## src/rtl/ssp_pkg.sv

```systemverilog
`timescale 1ns/1ps
package ssp_pkg;

    // Shifter phases
    typedef enum logic [1:0] {
        SH_IDLE  = 2'd0,
        SH_LEAD  = 2'd1,
        SH_TRAIL = 2'd2
    } sh_state_t;

    // Word index of each register (byte offset / 4)
    localparam logic [2:0] ADR_FMT   = 3'd0;
    localparam logic [2:0] ADR_CTL   = 3'd1;
    localparam logic [2:0] ADR_DATA  = 3'd2;
    localparam logic [2:0] ADR_STAT  = 3'd3;
    localparam logic [2:0] ADR_PRESC = 3'd4;
    localparam logic [2:0] ADR_IRQ   = 3'd5;

endpackage

```

## src/rtl/ssp_fifo.sv

```systemverilog
`timescale 1ns/1ps
module ssp_fifo #(
    parameter int W     = 16,
    parameter int DEPTH = 8,
    localparam int AW   = $clog2(DEPTH),
    localparam int CW   = $clog2(DEPTH + 1)
) (
    input  logic          clk,
    input  logic          rst_n,
    input  logic          flush,
    input  logic          push,
    input  logic [W-1:0]  din,
    input  logic          pop,
    output logic [W-1:0]  head,
    output logic [CW-1:0] count,
    output logic          full,
    output logic          empty
);
    logic [W-1:0]  mem [DEPTH];
    logic [AW-1:0] wp, rp;
    logic          do_push, do_pop;

    assign full    = (count == CW'(DEPTH));
    assign empty   = (count == '0);
    assign do_push = push && !full && !flush;
    assign do_pop  = pop && !empty && !flush;
    assign head    = mem[rp];

    always_ff @(posedge clk or negedge rst_n) begin
        if (!rst_n) begin
            wp    <= '0;
            rp    <= '0;
            count <= '0;
        end else if (flush) begin
            wp    <= '0;
            rp    <= '0;
            count <= '0;
        end else begin
            if (do_push) wp <= wp + 1'b1;
            if (do_pop)  rp <= rp + 1'b1;
            count <= count + CW'(do_push) - CW'(do_pop);
        end
    end

    always_ff @(posedge clk) begin
        if (do_push) mem[wp] <= din;
    end

endmodule

```

## src/rtl/ssp_shifter.sv

```systemverilog
`timescale 1ns/1ps
module ssp_shifter
    import ssp_pkg::*;
#(
    parameter int DATA_W = 16,
    localparam int IW    = $clog2(DATA_W)
) (
    input  logic              clk,
    input  logic              rst_n,
    input  logic              en,
    input  logic              tick,
    input  logic              cpol,
    input  logic              cpha,
    input  logic [IW-1:0]     len_m1,
    input  logic              loop,
    input  logic              miso,
    input  logic              tx_avail,
    input  logic [DATA_W-1:0] tx_word,
    output logic              tx_take,
    output logic              sclk,
    output logic              mosi,
    output logic              rx_valid,
    output logic [DATA_W-1:0] rx_word,
    output logic              busy
);
    sh_state_t         state, nxt;
    logic [DATA_W-1:0] word_q, rx_sr;
    logic [IW-1:0]     idx;
    logic              first_q, din;

    assign tx_take  = (state == SH_IDLE) && en && tick && tx_avail;
    assign rx_valid = (state == SH_TRAIL) && en && tick && (idx == '0);
    assign mosi     = (state == SH_IDLE) ? 1'b0 : word_q[idx];
    assign din      = loop ? mosi : miso;
    assign busy     = (state != SH_IDLE);
    // with phase 1 the last bit is captured on the same edge that ends the frame
    assign rx_word  = cpha ? {rx_sr[DATA_W-2:0], din} : rx_sr;

    // state register
    always_ff @(posedge clk or negedge rst_n) begin
        if (!rst_n) state <= SH_IDLE;
        else        state <= nxt;
    end

    // transitions
    always_comb begin
        nxt = state;
        unique case (state)
            SH_IDLE:  if (tx_take) nxt = SH_LEAD;
            SH_LEAD:  if (tick)    nxt = SH_TRAIL;
            SH_TRAIL: if (tick)    nxt = (idx == '0) ? SH_IDLE : SH_LEAD;
            default:               nxt = SH_IDLE;
        endcase
        if (!en) nxt = SH_IDLE;
    end

    // outputs and datapath
    always_ff @(posedge clk or negedge rst_n) begin
        if (!rst_n) begin
            sclk    <= 1'b0;
            word_q  <= '0;
            rx_sr   <= '0;
            idx     <= '0;
            first_q <= 1'b0;
        end else if (!en) begin
            sclk    <= cpol;
            first_q <= 1'b0;
        end else begin
            unique case (state)
                SH_IDLE: begin
                    sclk <= cpol;
                    if (tx_take) begin
                        word_q  <= tx_word;
                        idx     <= len_m1;
                        rx_sr   <= '0;
                        first_q <= 1'b1;
                    end
                end
                SH_LEAD: if (tick) begin
                    sclk    <= ~sclk;
                    first_q <= 1'b0;
                    if (!cpha)         rx_sr <= {rx_sr[DATA_W-2:0], din};
                    else if (!first_q) idx   <= idx - 1'b1;
                end
                SH_TRAIL: if (tick) begin
                    sclk <= ~sclk;
                    if (cpha)             rx_sr <= {rx_sr[DATA_W-2:0], din};
                    else if (idx != '0)   idx   <= idx - 1'b1;
                end
                default: sclk <= cpol;
            endcase
        end
    end

endmodule

```

## src/rtl/ssp_master.sv

```systemverilog
`timescale 1ns/1ps
module ssp_master
    import ssp_pkg::*;
#(
    parameter int DATA_W     = 16,
    parameter int FIFO_DEPTH = 8
) (
    input  logic        clk,
    input  logic        rst_n,
    input  logic        bus_en,
    input  logic        bus_we,
    input  logic [4:0]  bus_addr,
    input  logic [15:0] bus_wdata,
    output logic [15:0] bus_rdata,
    input  logic        half_tick,
    output logic [7:0]  rate_prescale,
    output logic [7:0]  rate_div,
    output logic        sclk,
    output logic        mosi,
    input  logic        miso,
    output logic        irq_rx,
    output logic        irq_tx,
    output logic        irq_ror
);
    localparam int LEN_W = $clog2(DATA_W);
    localparam int CNT_W = $clog2(FIFO_DEPTH + 1);
    localparam int HALF  = FIFO_DEPTH / 2;

    logic [LEN_W-1:0] len_q;
    logic [7:0]       div_q, presc_q;
    logic             spo_q, sph_q;
    logic             rie_q, tie_q, rorie_q, lbm_q, sse_q, ms_q, sod_q;
    logic             ror_q;

    logic [2:0]        reg_idx;
    logic              wr_fmt, wr_ctl, wr_data, wr_presc, irq_clr, rd_data;
    logic              tx_full, tx_empty, rx_full, rx_empty;
    logic [CNT_W-1:0]  tx_count, rx_count;
    logic [DATA_W-1:0] tx_head, rx_head, rx_word;
    logic              tx_take, sh_done, sh_busy;

    assign reg_idx  = bus_addr[4:2];
    assign wr_fmt   = bus_en && bus_we && (reg_idx == ADR_FMT);
    assign wr_ctl   = bus_en && bus_we && (reg_idx == ADR_CTL);
    assign wr_data  = bus_en && bus_we && (reg_idx == ADR_DATA);
    assign wr_presc = bus_en && bus_we && (reg_idx == ADR_PRESC);
    assign irq_clr  = bus_en && bus_we && (reg_idx == ADR_IRQ);
    assign rd_data  = bus_en && !bus_we && (reg_idx == ADR_DATA);

    always_ff @(posedge clk or negedge rst_n) begin
        if (!rst_n) begin
            len_q <= '0; div_q <= '0; presc_q <= '0;
            spo_q <= 1'b0; sph_q <= 1'b0;
            {sod_q, ms_q, sse_q, lbm_q, rorie_q, tie_q, rie_q} <= '0;
            ror_q <= 1'b0;
        end else begin
            if (wr_fmt) begin
                len_q <= bus_wdata[LEN_W-1:0];
                spo_q <= bus_wdata[6];
                sph_q <= bus_wdata[7];
                div_q <= bus_wdata[15:8];
            end
            if (wr_ctl)
                {sod_q, ms_q, sse_q, lbm_q, rorie_q, tie_q, rie_q} <= bus_wdata[6:0];
            if (wr_presc) presc_q <= bus_wdata[7:0];
            if (sh_done && rx_full) ror_q <= 1'b1;
            else if (irq_clr)       ror_q <= 1'b0;
        end
    end

    ssp_fifo #(.W(DATA_W), .DEPTH(FIFO_DEPTH)) i_txq (
        .clk(clk), .rst_n(rst_n), .flush(!sse_q),
        .push(wr_data), .din(bus_wdata[DATA_W-1:0]), .pop(tx_take),
        .head(tx_head), .count(tx_count), .full(tx_full), .empty(tx_empty)
    );

    ssp_fifo #(.W(DATA_W), .DEPTH(FIFO_DEPTH)) i_rxq (
        .clk(clk), .rst_n(rst_n), .flush(!sse_q),
        .push(sh_done), .din(rx_word), .pop(rd_data),
        .head(rx_head), .count(rx_count), .full(rx_full), .empty(rx_empty)
    );

    ssp_shifter #(.DATA_W(DATA_W)) i_shift (
        .clk(clk), .rst_n(rst_n), .en(sse_q), .tick(half_tick),
        .cpol(spo_q), .cpha(sph_q), .len_m1(len_q), .loop(lbm_q),
        .miso(miso), .tx_avail(!tx_empty), .tx_word(tx_head),
        .tx_take(tx_take), .sclk(sclk), .mosi(mosi),
        .rx_valid(sh_done), .rx_word(rx_word), .busy(sh_busy)
    );

    assign irq_rx        = rie_q && (rx_count >= CNT_W'(HALF));
    assign irq_tx        = tie_q && (tx_count <= CNT_W'(HALF));
    assign irq_ror       = rorie_q && ror_q;
    assign rate_prescale = presc_q;
    assign rate_div      = div_q;

    always_comb begin
        case (reg_idx)
            ADR_FMT:   bus_rdata = {div_q, sph_q, spo_q, 2'b00, 4'(len_q)};
            ADR_CTL:   bus_rdata = {9'd0, sod_q, ms_q, sse_q, lbm_q, rorie_q, tie_q, rie_q};
            ADR_DATA:  bus_rdata = rx_empty ? 16'd0 : 16'(rx_head);
            ADR_STAT:  bus_rdata = {11'd0, sh_busy || !tx_empty, rx_full, !rx_empty,
                                    !tx_full, tx_empty};
            ADR_PRESC: bus_rdata = {8'd0, presc_q};
            ADR_IRQ:   bus_rdata = {13'd0, irq_ror, irq_tx, irq_rx};
            default:   bus_rdata = 16'd0;
        endcase
    end

endmodule

```

## config.mk

```make
export PLATFORM = sky130hd
export DESIGN_NAME = ssp_master
export DESIGN_NICKNAME = d
export VERILOG_FILES = /design/src/rtl/ssp_pkg.sv /design/src/rtl/ssp_fifo.sv /design/src/rtl/ssp_shifter.sv /design/src/rtl/ssp_master.sv
export SDC_FILE = /design/constraint.sdc
export NUM_CORES = 1
export LEC_CHECK = 0
export BUFFER_PORTS_ARGS = -buffer_cell sky130_fd_sc_hd__buf_2
export CORE_MARGIN = 2
export CORE_UTILIZATION = 39
export CTS_CLUSTER_SIZE = 24
export DETAILED_ROUTE_END_ITERATION = 6
export GPL_ROUTABILITY_DRIVEN = 0
export SYNTH_ARGS = -nofsm -noshare
export SYNTH_HDL_FRONTEND = slang
export SYNTH_SLANG_ARGS = --single-unit
```

## constraint.sdc

```tcl
create_clock -name clk -period 3.7 [get_ports clk]
set_clock_uncertainty 0.05 [all_clocks]
set_input_delay 0.37 -clock clk [delete_from_list [all_inputs] [get_ports clk]]
set_output_delay 0.37 -clock clk [all_outputs]
set_load 0.01 [all_outputs]
```

; Word level (Yosys, flattened, before mapping)
; Memory sizes are Yosys's and may differ from the RTL's. A register that Yosys moved wholly into a read port is not among the register bits.
; Cells that the tools add are included.
[word_totals]
n_memories = 2
elab_cells = 162
reg_bits = 74
ramBits = 256
out_inout_bits = 37
[classes]
magnitude_cmp = 3
n_eq_ne = 26
addsub = 9
reduce_logical = 48
bitwise = 1
muxes = 49
[mem_list]
columns = name, depth, word_bits, rd, rd_clocked_by_memory_dff, write_ports, line_no
row1 = i_rxq.mem, 8, 16, 1, 0, 1, ssp_fifo.sv:19  ; logic [W-1:0] mem [DEPTH];
row2 = i_txq.mem, 8, 16, 1, 1, 1, ssp_fifo.sv:19
[ops]
columns = op, count
row1 = $mux 16, 6
row2 = $pmux 16 s6, 1
row3 = $pmux 16 s3, 1
row4 = $mux 4, 9
row5 = $logic_and 1x1->1, 26
row6 = $mux 3, 8
row7 = $mux 1, 16
row8 = $ne 2x2->1 const B, 8
row9 = $add 3x1->3 const B, 4
row10 = $logic_not 4->1, 3
row11 = $ne 3x3->1 const B, 4
row12 = $pmux 4 s3, 1
row13 = $reduce_and 3->1, 3
row14 = $reduce_and 9->1, 1
row15 = $add 4x1->4, 2
row16 = $eq 4x4->1 const B, 2
row17 = $mux 2, 4
row18 = $ne 2x1->1 const B, 4
row19 = $sub 4x1->4, 2
row20 = $eq 3x2->1 const B, 2
row21 = $eq 3x3->1 const B, 2
row22 = $logic_not 1->1, 6
row23 = $pmux 2 s3, 1
row24 = $reduce_and 6->1, 1
row25 = 18 further kinds, 19

; Longest topological paths before layout
; Gate-level depths: netlist of run 1.
[logic_depth]
depth_word = 9
depth_mapped = 13
ltp_nobuf = 12

; Cells and area by module
; Synthesis of run 1 repeated with hierarchy kept, for this count alone.
[hier_totals]
hier_cells = 929
hier_area_um2 = 15328.5
[modules_own_cells]
columns = module, area_each_um2, cells_per_inst, n_inst
row1 = ssp_fifo at i_rxq, 5607.9, 261, 1
row2 = ssp_fifo at i_txq, 5602.9, 261, 1
row3 = ssp_shifter, 2439.8, 271, 1
row4 = ssp_master, 1677.9, 136, 1

; Least setup slack after synthesis of run 1
; No wires, ideal clock.
[synth_timing]
path_type = flip-flop to flip-flop
start = reg i_shift.idx[0]
end = mem i_rxq.mem[0][0], enable pin
setup_slack_ns = 0.494
required_ns = 3.241
period_less_slack_ns = 3.206
path_stages_with_launch = 8
arrival_ns = 2.747
setup_ns = 0.409
n_path_buf = 1
cell_sequence = dfrtp_1 buf_6 inv_1 ha_1 or3b_2 nor3_4 nand2b_1 nor3_1
[synth_via]
elab_chain_cells = 6
[synth_rtl]
columns = element, line_no
row1 = "start, declared", ssp_shifter.sv:28  ; logic [IW-1:0] idx;
row2 = "start signal, assigned", ssp_shifter.sv:74  ; idx <= len_m1;
row3 = "start signal, assigned", ssp_shifter.sv:83  ; else if (!first_q) idx <= idx - 1'b1;
row4 = "start signal, assigned", ssp_shifter.sv:88  ; else if (idx != '0) idx <= idx - 1'b1;
row5 = $logic_not 4->1, ssp_shifter.sv:32  ; assign rx_valid = (state == SH_TRAIL) && en && tick && (idx == '0);
row6 = $logic_and 1x1->1, ssp_shifter.sv:32
row7 = $logic_and 1x1->1 (2 in a row), ssp_fifo.sv:25  ; assign do_push = push && !full && !flush;
row8 = $mux 1, ssp_fifo.sv:46  ; if (do_push) mem[wp] <= din;
row9 = $mux 1 (not written as such), ssp_fifo.sv:46
row10 = "end, declared", ssp_fifo.sv:19
; No other way between the ends.

; Worst setup path after layout of run 1
[layout_timing]
start = reg i_rxq.count[2]
end = out bus_rdata[13]
[layout_via]
elab_chain_cells = 3
[layout_rtl]
columns = element, line_no
row1 = "start, declared", ssp_fifo.sv:15  ; output logic [CW-1:0] count,
row2 = "start signal, assigned", ssp_fifo.sv:41  ; count <= count + CW'(do_push) - CW'(do_pop);
row3 = $logic_not 4->1, ssp_fifo.sv:24  ; assign empty = (count == '0);
row4 = $mux 16, ssp_master.sv:101  ; ADR_DATA: bus_rdata = rx_empty ? 16'd0 : 16'(rx_head);
row5 = $pmux 16 s6, ssp_master.sv:98  ; case (reg_idx)
row6 = "end, declared", ssp_master.sv:14  ; output logic [15:0] bus_rdata,
; No other way between the ends.

==> flow_metrics.py, run 1 <==
metrics = {
    "drt": {
        "drt-initial-drc-count": 580,
        "drc": 0,
        "num_vias": 8153,
        "ant_nets": 0,
        "wl_per_cell_um": 22.6,
        "firstDrtPassIters": 5,
        "route.final.wire_length_um": 34600,
        "via_per_inst": 5.32,
    },
    "grt": {
        "antenna_found_initial": 4,
        "grt_pass1_wl_um": 52000,
        "groute.usage.overall_pct": 18.0,
        "overflow": 0,
        "grt_max_degree": 57,
        "grt_pass1_vias": 8271,
    },
    "power": {
        "leakage_nw": 6.25,
        "p_clk_share_pct": 36.2,
        "p_per_area_nw_per_um2": 589,
        "pwr-share-comb_pct": 17.0,
        "sequentialPowerShare_pct": 46.8,
        "switching_share_pct": 27.7,
        "switching_power_mw": 2.78,
        "intPower_mw": 7.26,
        "vdd_drop_max_mv": 0.443,
    },
    "floorplanning": {
        "ios": 64,
        "die_h_um": 199,
        "die_area_sq_um": 39600,
        "num_rows": 71,
        "start_util_pct": 39.4,
        "core_area_sq_um": 37600,
        "die_width_um": 199,
    },
    "worst_setup_path": {
        "crit_path_start_kind": "register",
        "cp_max_fo": 15,
        "path_class": "reg -> out",
        "worstPathArrival_ns": 2.72,
        "cp.required_ns": 3.28,
        "cp-end-kind": "primary output",
    },
    "place": {
        "pre_cts_slack_ns": 0.797,
        "dp.cells": 1462,
        "portBuffers": 61,
        "place_area_sq_um": 15800,
        "dp_hpwl_um": 22200,
    },
    "synth": {
        "syn-cell-area_sq_um": 14800,
        "synth-warning-count": 0,
        "synth_fp_nets": 961,
        "async_reset_ff_share_pct": 26.0,
        "ys.flop_type": "edfxtp_1",
        "ys_ff_latch": 346,
        "ys_seq_area_share_pct": 67.1,
        "syn_area_per_cell_sq_um": 16.3,
        "synthCells": 907,
        "synth-edff-count": 256,
        "synth.distinct_cells": 62,
    },
    "sta": {
        "timing.final.ws_setup_ns": 0.562,
        "fin_crit_ns": 3.14,
        "drv_slew": 0,
        "slew_headroom_pct": 21.8,
        "final.setup.tns_ns": 0,
        "rsz0062_at_grt": "no",
        "max_freq_mhz": 319,
        "setup_viol": 0,
        "hold_viol": 0,
        "holdWs_ns": 0.0824,
        "period_share_pct": 84.8,
        "tightest_slew_ns": 1.17,
    },
    "final_layout": {
        "layout.nets": 1045,
        "area_growth_pct": 14.9,
        "drive_gt1_share_pct": 28.1,
        "fill_cells": 3263,
        "final_area_sq_um": 17000,
        "finalNonFillerCells": 1532,
    },
    "flow_run": {
        "maxCapViolCount": 0,
    },
    "clock_network": {
        "cts_tree": "done",
        "clock_sinks": 346,
        "cts_buffers": 37,
        "cts_root_buffer": "clkbuf_16",
        "cts_max_level": 2,
        "clock_latency_ns": 0.53,
        "clockBufferDepth": 3,
        "cts_setup_buffers": 0,
        "clkTransAtPathRegs_ns": 0.06,
    },
    "min_path": {
        "min_path_type": "in -> reg",
    },
    "status": {
        "status": "finished clean",
    },
}
-- placed cells by master (no fill, tap or decap), types with 13 or more instances in the layout --
| master | Yosys | routed |
|---|---|---|
| a21oi_1 | 13 | 13 |
| a22o_1 | 15 | 15 |
| buf_2 | 19 | 60 |
| buf_4 | 3 | 33 |
| clkbuf_16 | 0 | 37 |
| dfrtp_1 | 90 | 87 |
| edfxtp_1 | 256 | 256 |
| ha_1 | 25 | 25 |
| inv_1 | 24 | 24 |
| mux2_2 | 45 | 45 |
| mux2i_1 | 40 | 40 |
| mux4_2 | 67 | 67 |
| nand2_1 | 76 | 76 |
| nand3_1 | 19 | 19 |
| nor2_1 | 43 | 43 |
| o21ai_0 | 40 | 40 |
-- logic make-up (layout without fill, tap and decap cells) --
group                    count (synthesis)  count (layout)  share of synthesized area (%)
adder cells (fa/ha/maj)                 27              27                           2.38
buffers and inverters                   77             189                           2.30
AO/OA/AOI/OAI                          105             105                           5.02
AND/OR/NAND/NOR                        188             188                           6.22
multiplexers                           152             152                           16.3
XOR/XNOR                                12              12                          0.709
other                                    0               2                              0
flip-flops                             346             346                           67.1
-- routing by layer --
metal	wire length (um)	GRT usage [%]	part of all wire [%]
met1	15800	25.2	45
met2	16500	29.4	48
met3	1730	2.87	5.0
met4	646	4.64	1.9
met5	0	0	0
-- repair_timing --
action,in CTS,in global routing
hold endpoints to repair,54,0
hold buffers,1,0
resized for setup,0,0
-- worst max-delay path: stages, from the launching register on --
cell	delay, ns
dfrtp_1	0.32
inv_1	0.08
ha_1	0.20
nor3b_1	0.15
or3_1	0.35
buf_4	0.21
o21ai_0	0.63
buf_2	0.26
-- synth_stat cells (3+ instances only) --
master | number | share of area (%)
inv_1 | 24 | 0.61
a21oi_1 | 13 | 0.44
edfxtp_1 | 256 | 52
a22o_1 | 15 | 0.89
xnor2_1 | 7 | 0.41
nand2b_1 | 12 | 0.51
a211oi_2 | 3 | 0.25
nand3_1 | 19 | 0.64
buf_4 | 3 | 0.15
or2_2 | 3 | 0.13
nor3_1 | 7 | 0.24
nor2_1 | 43 | 1.1
nor3b_1 | 3 | 0.15
mux4_2 | 67 | 10
buf_1 | 8 | 0.20
and2_1 | 6 | 0.25
clkbuf_1 | 19 | 0.48
a21o_1 | 3 | 0.15
o221ai_1 | 4 | 0.24
o22ai_1 | 3 | 0.13
nor2b_1 | 5 | 0.21
o21ai_0 | 40 | 1.4
o32ai_1 | 3 | 0.18
nand2_1 | 76 | 1.9
buf_2 | 19 | 0.64
xor2_1 | 5 | 0.30
dfrtp_1 | 90 | 15
mux2i_1 | 40 | 2.7
ha_1 | 25 | 2.1
mux2_2 | 45 | 3.4
-- power by group through the flow --
| stage | registers, mW | logic (mW) | clock network [mW] |
|---|---|---|---|
| after CTS | 4.70 | 1.72 | 3.69 |
| after global placement | 4.77 | 1.70 | 0 |
| after floorplan | 4.62 | 1.30 | 0 |
| final | 4.70 | 1.71 | 3.63 |
| after detailed placement | 4.78 | 1.72 | 0 |
| after global routing | 4.73 | 1.88 | 3.86 |
-- registers in the layout (all words and copies together) (netlist names), 8 cells and up --
name            flops
rate_prescale       8
i_shift.word_q     16
rate_div            8
i_rxq.mem         128
i_txq.mem         128
i_shift.rx_sr      16
-- through the flow --
step | total power [mW] | util [%]
final | 10.0 | 45.3
after global routing | 10.5 | 45.3
after CTS | 10.1 | 45.3
after detailed placement | 6.49 | 42.2
after global placement | 6.47 | 42.2
after floorplan | 5.92 | -
-- path summary, 6_finish.rpt --
check,start,to,slack [ns],depth (start not counted)
setup reg to reg,i_shift.idx[1],i_rxq.mem[2][9],0.92,7
hold / removal,bus_wdata[10],i_txq.mem[4][10],0.08,1
setup / recovery,i_rxq.count[2],bus_rdata[13],0.56,7
hold reg to reg,i_shift.word_q[11],i_shift.word_q[11],0.43,2
min in group asynchronous,rst_n,rate_prescale[3],0.43,2
max in group asynchronous,rst_n,i_txq.rp[0],2.31,3
-- final cells by class --
| type | count | area (sq um) | share of cell area, % |
|---|---|---|---|
| clock buffers | 52 | 1010 | 5.94 |
| clock inverters | 15 | 161 | 0.948 |
| repair buffers | 97 | 618 | 3.63 |
| multi-input cells | 484 | 4560 | 26.8 |
| well taps | 511 | 639 | 3.75 |
| flip-flops and latches | 346 | 9940 | 58.4 |
| inverters | 25 | 93.8 | 0.551 |
| diodes | 2 | 5.00 | 0.0294 |
(Power assumes the default switching activity.)
==> run 2: changes to the inputs <==
Clock period 3.7 ns to 2.95 ns, I/O delays scaled along.
==> run 2 against run 1 <==
  * Sequential power grew 24%
  * Worst hold slack got worse by 0.062 ns
  * Die area is the same
  * First-iteration DRC count increased by 13%
  * Flip-flop and latch count unchanged
  * Core utilization increased by 0.67 points
  * Count of clock-buffer cells in the layout is 7 lower
  * Critical path depth down 1
  * Total power rose by 26%
  * Clock power is 23% higher
  * Global-route usage up 0.16 points
  * Cell count grew 0.78%
  * Critical path type unchanged
  * Highest routed layer unchanged
==> flow_metrics.py, run 2 (synthesis results as in run 1) <==
metrics = {
    "grt": {
        "groute.usage.overall_pct": 18.2,
        "grt_pass1_wl_um": 52700,
        "overflow": 0,
        "grt_pass1_vias": 8245,
        "grt_max_degree": 91,
        "antenna_found_initial": 1,
    },
    "sta": {
        "holdWs_ns": 0.0203,
        "setup_viol": 0,
        "fin_crit_ns": 2.82,
        "drv_slew": 0,
        "slew_headroom_pct": 57.4,
        "tightest_slew_ns": 0.636,
        "period_share_pct": 95.6,
        "final.setup.tns_ns": 0,
        "max_freq_mhz": 355,
        "rsz0062_at_grt": "no",
        "hold_viol": 0,
        "timing.final.ws_setup_ns": 0.131,
    },
    "worst_setup_path": {
        "cp-end-kind": "primary output",
        "cp_max_fo": 34,
        "cp.required_ns": 2.61,
        "path_class": "reg -> out",
        "crit_path_start_kind": "register",
        "worstPathArrival_ns": 2.47,
    },
    "drt": {
        "via_per_inst": 5.29,
        "wl_per_cell_um": 22.4,
        "drt-initial-drc-count": 654,
        "drc": 0,
        "route.final.wire_length_um": 34600,
        "firstDrtPassIters": 5,
        "num_vias": 8163,
        "ant_nets": 0,
    },
    "power": {
        "total_power_mw": 12.6,
        "switching_share_pct": 28.0,
        "leakage_nw": 6.34,
        "switching_power_mw": 3.53,
        "pwr-share-comb_pct": 18.4,
        "p_clk_share_pct": 35.3,
        "intPower_mw": 9.08,
        "vdd_drop_max_mv": 0.499,
        "p_per_area_nw_per_um2": 729,
        "sequentialPowerShare_pct": 46.4,
    },
    "final_layout": {
        "final_cell_mix": "edfxtp_1 (256), dfrtp_1 (87), nand2_1 (76)",
        "mostFrequentLayoutCell": "edfxtp_1",
        "layout.nets": 1059,
        "final_util_pct": 46.0,
        "reg_top3": "i_rxq.mem x128, i_txq.mem x128",
        "multiInputGateArea_sq_um": 4580,
        "fill_cells": 3262,
        "seqCellArea_sq_um": 9940,
        "drive_gt1_share_pct": 29.2,
        "area_growth_pct": 16.6,
    },
    "status": {
        "status": "finished clean",
    },
    "flow_run": {
        "maxCapViolCount": 0,
    },
    "min_path": {
        "min_path_type": "in -> reg",
    },
    "clock_network": {
        "cts_max_level": 2,
        "cts_setup_buffers": 0,
        "clkTransAtPathRegs_ns": 0.06,
        "cts_root_buffer": "clkbuf_16",
        "cts_tree": "done",
        "clock_sinks": 346,
        "cts_buffers": 38,
        "clockBufferDepth": 3,
        "clock_latency_ns": 0.53,
    },
    "floorplanning": {
        "die_area_sq_um": 39600,
        "die_h_um": 199,
        "num_rows": 71,
        "ios": 64,
        "die_width_um": 199,
        "core_area_sq_um": 37600,
        "start_util_pct": 39.4,
    },
    "place": {
        "dp_hpwl_um": 22600,
        "portBuffers": 61,
        "pre_cts_slack_ns": 0.242,
    },
}
==> run 2: final timing paths <==
kind	cells past startpoint	slack, ns	start	to
worst max-delay path	6	0.13	i_rxq.rp[0]	bus_rdata[2]
max in group asynchronous	3	2.08	rst_n	i_rxq.rp[1]
worst min register to register	2	0.43	i_shift.rx_sr[15]	i_shift.rx_sr[15]
worst max register to register	12	0.31	i_rxq.count[2]	i_rxq.count[3]
worst min-delay path	1	0.02	bus_wdata[12]	i_txq.mem[0][12]
min in group asynchronous	3	0.31	rst_n	rate_prescale[3]
==> run 2: power groups by stage <==
stage / sequential, mW / combinational [mW] / clock (mW)
floorplan: 5.79 / 1.63 / 0
global route: 5.89 / 2.54 / 4.75
global placement: 5.93 / 2.26 / 0
CTS: 5.84 / 2.31 / 4.54
detailed placement: 5.94 / 2.30 / 0
finish: 5.84 / 2.31 / 4.45
==> run 2: per-layer routing <==
metal,global-route usage (%),up-vias,share of wire (%)
li1,-,3671,-
met5,0,-,0
met3,2.90,38,6.1
met1,27.1,4227,47
met2,28.1,227,46
met4,3.90,0,1.8
==> run 2: timing repair <==
action / CTS / global route
hold buffers: 2 / 0
hold endpoints to repair: 91 / 0
pin swaps: 0 / 1
resized for setup: 2 / 8
endpoints found under the setup margin: 2 / 12
gates cloned: 0 / 0
==> run 2: area by class of cell <==
cell class	instances	share of cell area [%]
tap	511	3.70
inverter	25	0.543
clock inverter	22	1.04
antenna	1	0.0145
multi-input combinational	484	26.5
clock buffer	45	5.65
timing repair buffer	110	5.02
sequential	346	57.5
==> run 2: through the flow <==
step | instance area [sq um] | instances
after CTS | 17300 | 1543
after global placement | 16100 | 1474
after floorplan | 14800 | 907
after global routing | 17300 | 1543
after detailed placement | 16100 | 1474
final | 17300 | 1544
==> run 2: worst max-delay path: stages, from the launching register on <==
cell and delay, ns:
dfrtp_2 0.37, buf_12 0.28, mux4_2 0.54, nor2b_1 0.15, a211oi_1 0.25, o32ai_1 0.18
buf_2 0.19
==> run 3: changes to the inputs <==
Settings changed: ABC_AREA set to 1.
==> run 3 against run 2 <==
  * Wire length up 6.8%
  * Worst hold slack worse by 0.0051 ns
  * Die area down 0.26%
  * Register-to-register slack better by 0.15 ns
  * Core utilization down 0.40 points
  * Critical path depth up 1
  * Largest cell class unchanged
==> flow_metrics.py, run 3 <==
metrics = {
    "status": {
        "status": "finished clean",
    },
    "final_layout": {
        "area_growth_pct": 15.7,
        "mostFrequentLayoutCell": "edfxtp_1",
        "reg_top3": "i_rxq.mem x128, i_txq.mem x128",
        "finalNonFillerCells": 1876,
        "final_area_sq_um": 17100,
        "antennaDiodeCount": 0,
        "drive_gt1_share_pct": 15.7,
        "fill_cells": 3459,
        "final_cell_mix": "edfxtp_1 (256), o21ai_0 (171), nor2_1 (158)",
        "layout.nets": 1390,
    },
    "power": {
        "p_per_area_nw_per_um2": 708,
        "leakage_nw": 6.37,
        "total_power_mw": 12.1,
        "vdd_drop_max_mv": 0.475,
    },
    "place": {
        "place_area_sq_um": 15900,
        "dp.cells": 1804,
        "dp_hpwl_um": 22800,
        "pre_cts_slack_ns": 0.460,
        "portBuffers": 61,
    },
    "synth": {
        "yosysTopAreaCell": "edfxtp_1",
        "ys.flop_type": "edfxtp_1",
        "async_reset_ff_share_pct": 26.0,
        "synthCells": 1248,
        "synth-edff-count": 256,
        "syn-cell-area_sq_um": 14800,
        "synth.distinct_cells": 48,
        "ys_seq_area_share_pct": 67.2,
        "syn_area_per_cell_sq_um": 11.8,
        "ys_ff_latch": 346,
        "synth_fp_nets": 1302,
        "yosysMostFrequentCell": "edfxtp_1",
        "synth-warning-count": 0,
        "synth_area_leaders": "edfxtp_1 (52%), dfrtp_1 (15%), o21ai_0 (5.8%)",
        "synth_top_area_share_pct": 52.0,
        "synthTopCellsByCount": "edfxtp_1 (256), o21ai_0 (172), nor2_1 (158)",
    },
    "grt": {
        "grtUsageMet1_pct": 25.7,
        "overflow": 0,
        "antenna_found_initial": 1,
        "use_met2_pct": 31.9,
        "busiest_layer": "met2",
        "groute.usage.overall_pct": 19.0,
        "grt_pass1_vias": 9833,
        "grt_max_degree": 68,
        "grt_use_met3_pct": 2.78,
        "grt_pass1_wl_um": 56900,
    },
    "sta": {
        "slew_headroom_pct": 28.8,
        "setup_viol": 0,
        "period_share_pct": 91.2,
        "fin_crit_ns": 2.69,
        "max_freq_mhz": 372,
        "tightest_slew_ns": 1.06,
        "final.setup.tns_ns": 0,
        "timing.final.ws_setup_ns": 0.260,
        "rsz0062_at_grt": "no",
        "hold_viol": 0,
        "drv_slew": 0,
    },
    "worst_setup_path": {
        "crit_path_start_kind": "register",
        "path_class": "reg -> out",
        "timing.rr.end": "i_rxq.mem[4][12]",
        "r2r_start": "i_shift.idx[1]",
        "reg2reg_depth": 9,
        "cp-end-kind": "primary output",
        "worstPathArrival_ns": 2.34,
        "startpoint": "i_rxq.rp[0]",
        "cp_max_fo": 51,
        "cp.required_ns": 2.61,
        "reg2reg_slack_ns": 0.46,
        "critPathCapture": "bus_rdata[4]",
    },
    "floorplanning": {
        "die_width_um": 199,
        "start_util_pct": 39.4,
        "die_h_um": 199,
        "ios": 64,
        "core_area_sq_um": 37500,
        "die_area_sq_um": 39500,
        "num_rows": 71,
    },
    "flow_run": {
        "maxCapViolCount": 0,
    },
    "clock_network": {
        "clockBufferDepth": 3,
        "cts_max_level": 2,
        "cts_tree": "done",
        "clkTransAtPathRegs_ns": 0.06,
        "cts_buffers": 38,
        "clock_latency_ns": 0.53,
        "cts_root_buffer": "clkbuf_16",
        "clock_sinks": 346,
        "cts_setup_buffers": 0,
    },
    "drt": {
        "drc": 0,
        "ant_nets": 0,
        "drt-initial-drc-count": 776,
        "wl_per_cell_um": 19.7,
        "via_per_inst": 5.32,
        "num_vias": 9972,
        "firstDrtPassIters": 5,
        "route.final.wire_length_um": 37000,
    },
    "min_path": {
        "min_path_type": "in -> reg",
    },
}
-- run 3: worst max-delay path, stage by stage (launching register included) --
cell and delay [ns]:
dfrtp_1 0.50, inv_4 0.22, buf_12 0.27, nor2_1 0.07
o221ai_1 0.20, nand3_1 0.21, o2111ai_1 0.16, buf_2 0.17
-- run 3: power by group --
group,total (mW),internal [mW],switching [mW]
Combinational,1.78,0.611,1.17
Clock,4.33,2.45,1.88
Sequential,6.00,5.76,0.240
Total,12.1,8.82,3.29
-- run 3: how the worst min path moves through the flow --
stage	from	to	slack [ns]	depth (start not counted)
after floorplan	rst_n	i_rxq.count[0]	-0.05	0
after global placement	rst_n	i_rxq.rp[0]	0.39	1
after detailed placement	rst_n	i_rxq.rp[0]	0.40	1
after CTS	bus_wdata[3]	i_txq.mem[4][3]	0.0002	1
after global routing	bus_wdata[3]	i_txq.mem[4][3]	0.01	1
final	bus_wdata[10]	i_txq.mem[5][10]	0.02	1
-- run 3: metrics by stage --
step / utilization, % / hold slack, ns
finish: 45.6 / 0.0152
global route: 45.6 / 0.0106
detailed placement: 42.5 / 0.397
CTS: 45.6 / 0.000192
global placement: 42.5 / 0.393
floorplan: - / -0.0506
-- run 3: cell families after synthesis --
family	share of synthesized area (%)
and+or+nand+nor	9.85
AOI/OAI and AO/OA	14.2
xor gates and xnor gates	0.119
adders and majority gates	2.39
DFF	67.2
muxes	1.49
buffers and inverters	4.73
-- run 3: layout make-up --
| class | count | area (sq um) | share of cell area, % |
|---|---|---|---|
| clock inverter | 16 | 97.6 | 0.571 |
| multi-input combinational | 737 | 4210 | 24.6 |
| sequential | 346 | 9940 | 58.2 |
| tap | 511 | 639 | 3.74 |
| inverter | 99 | 374 | 2.19 |
| clock buffer | 53 | 1030 | 6.02 |
| timing repair buffer | 114 | 801 | 4.68 |
-- run 3: repair_timing --
action                                  CTS  global route
hold buffers                              3             0
gates resized for setup                   0             3
hold endpoints to repair                 68             0
endpoints found under the setup margin    0             1
-- run 3: per-layer routing --
metal / routed length [um] / vias to the layer above / part of all wire [%]
met5: 11 / - / 0.030
met3: 1720 / 52 / 4.6
met2: 17800 / 226 / 48
met4: 862 / 2 / 2.3
li1: - / 4692 / -
met1: 16600 / 5000 / 45
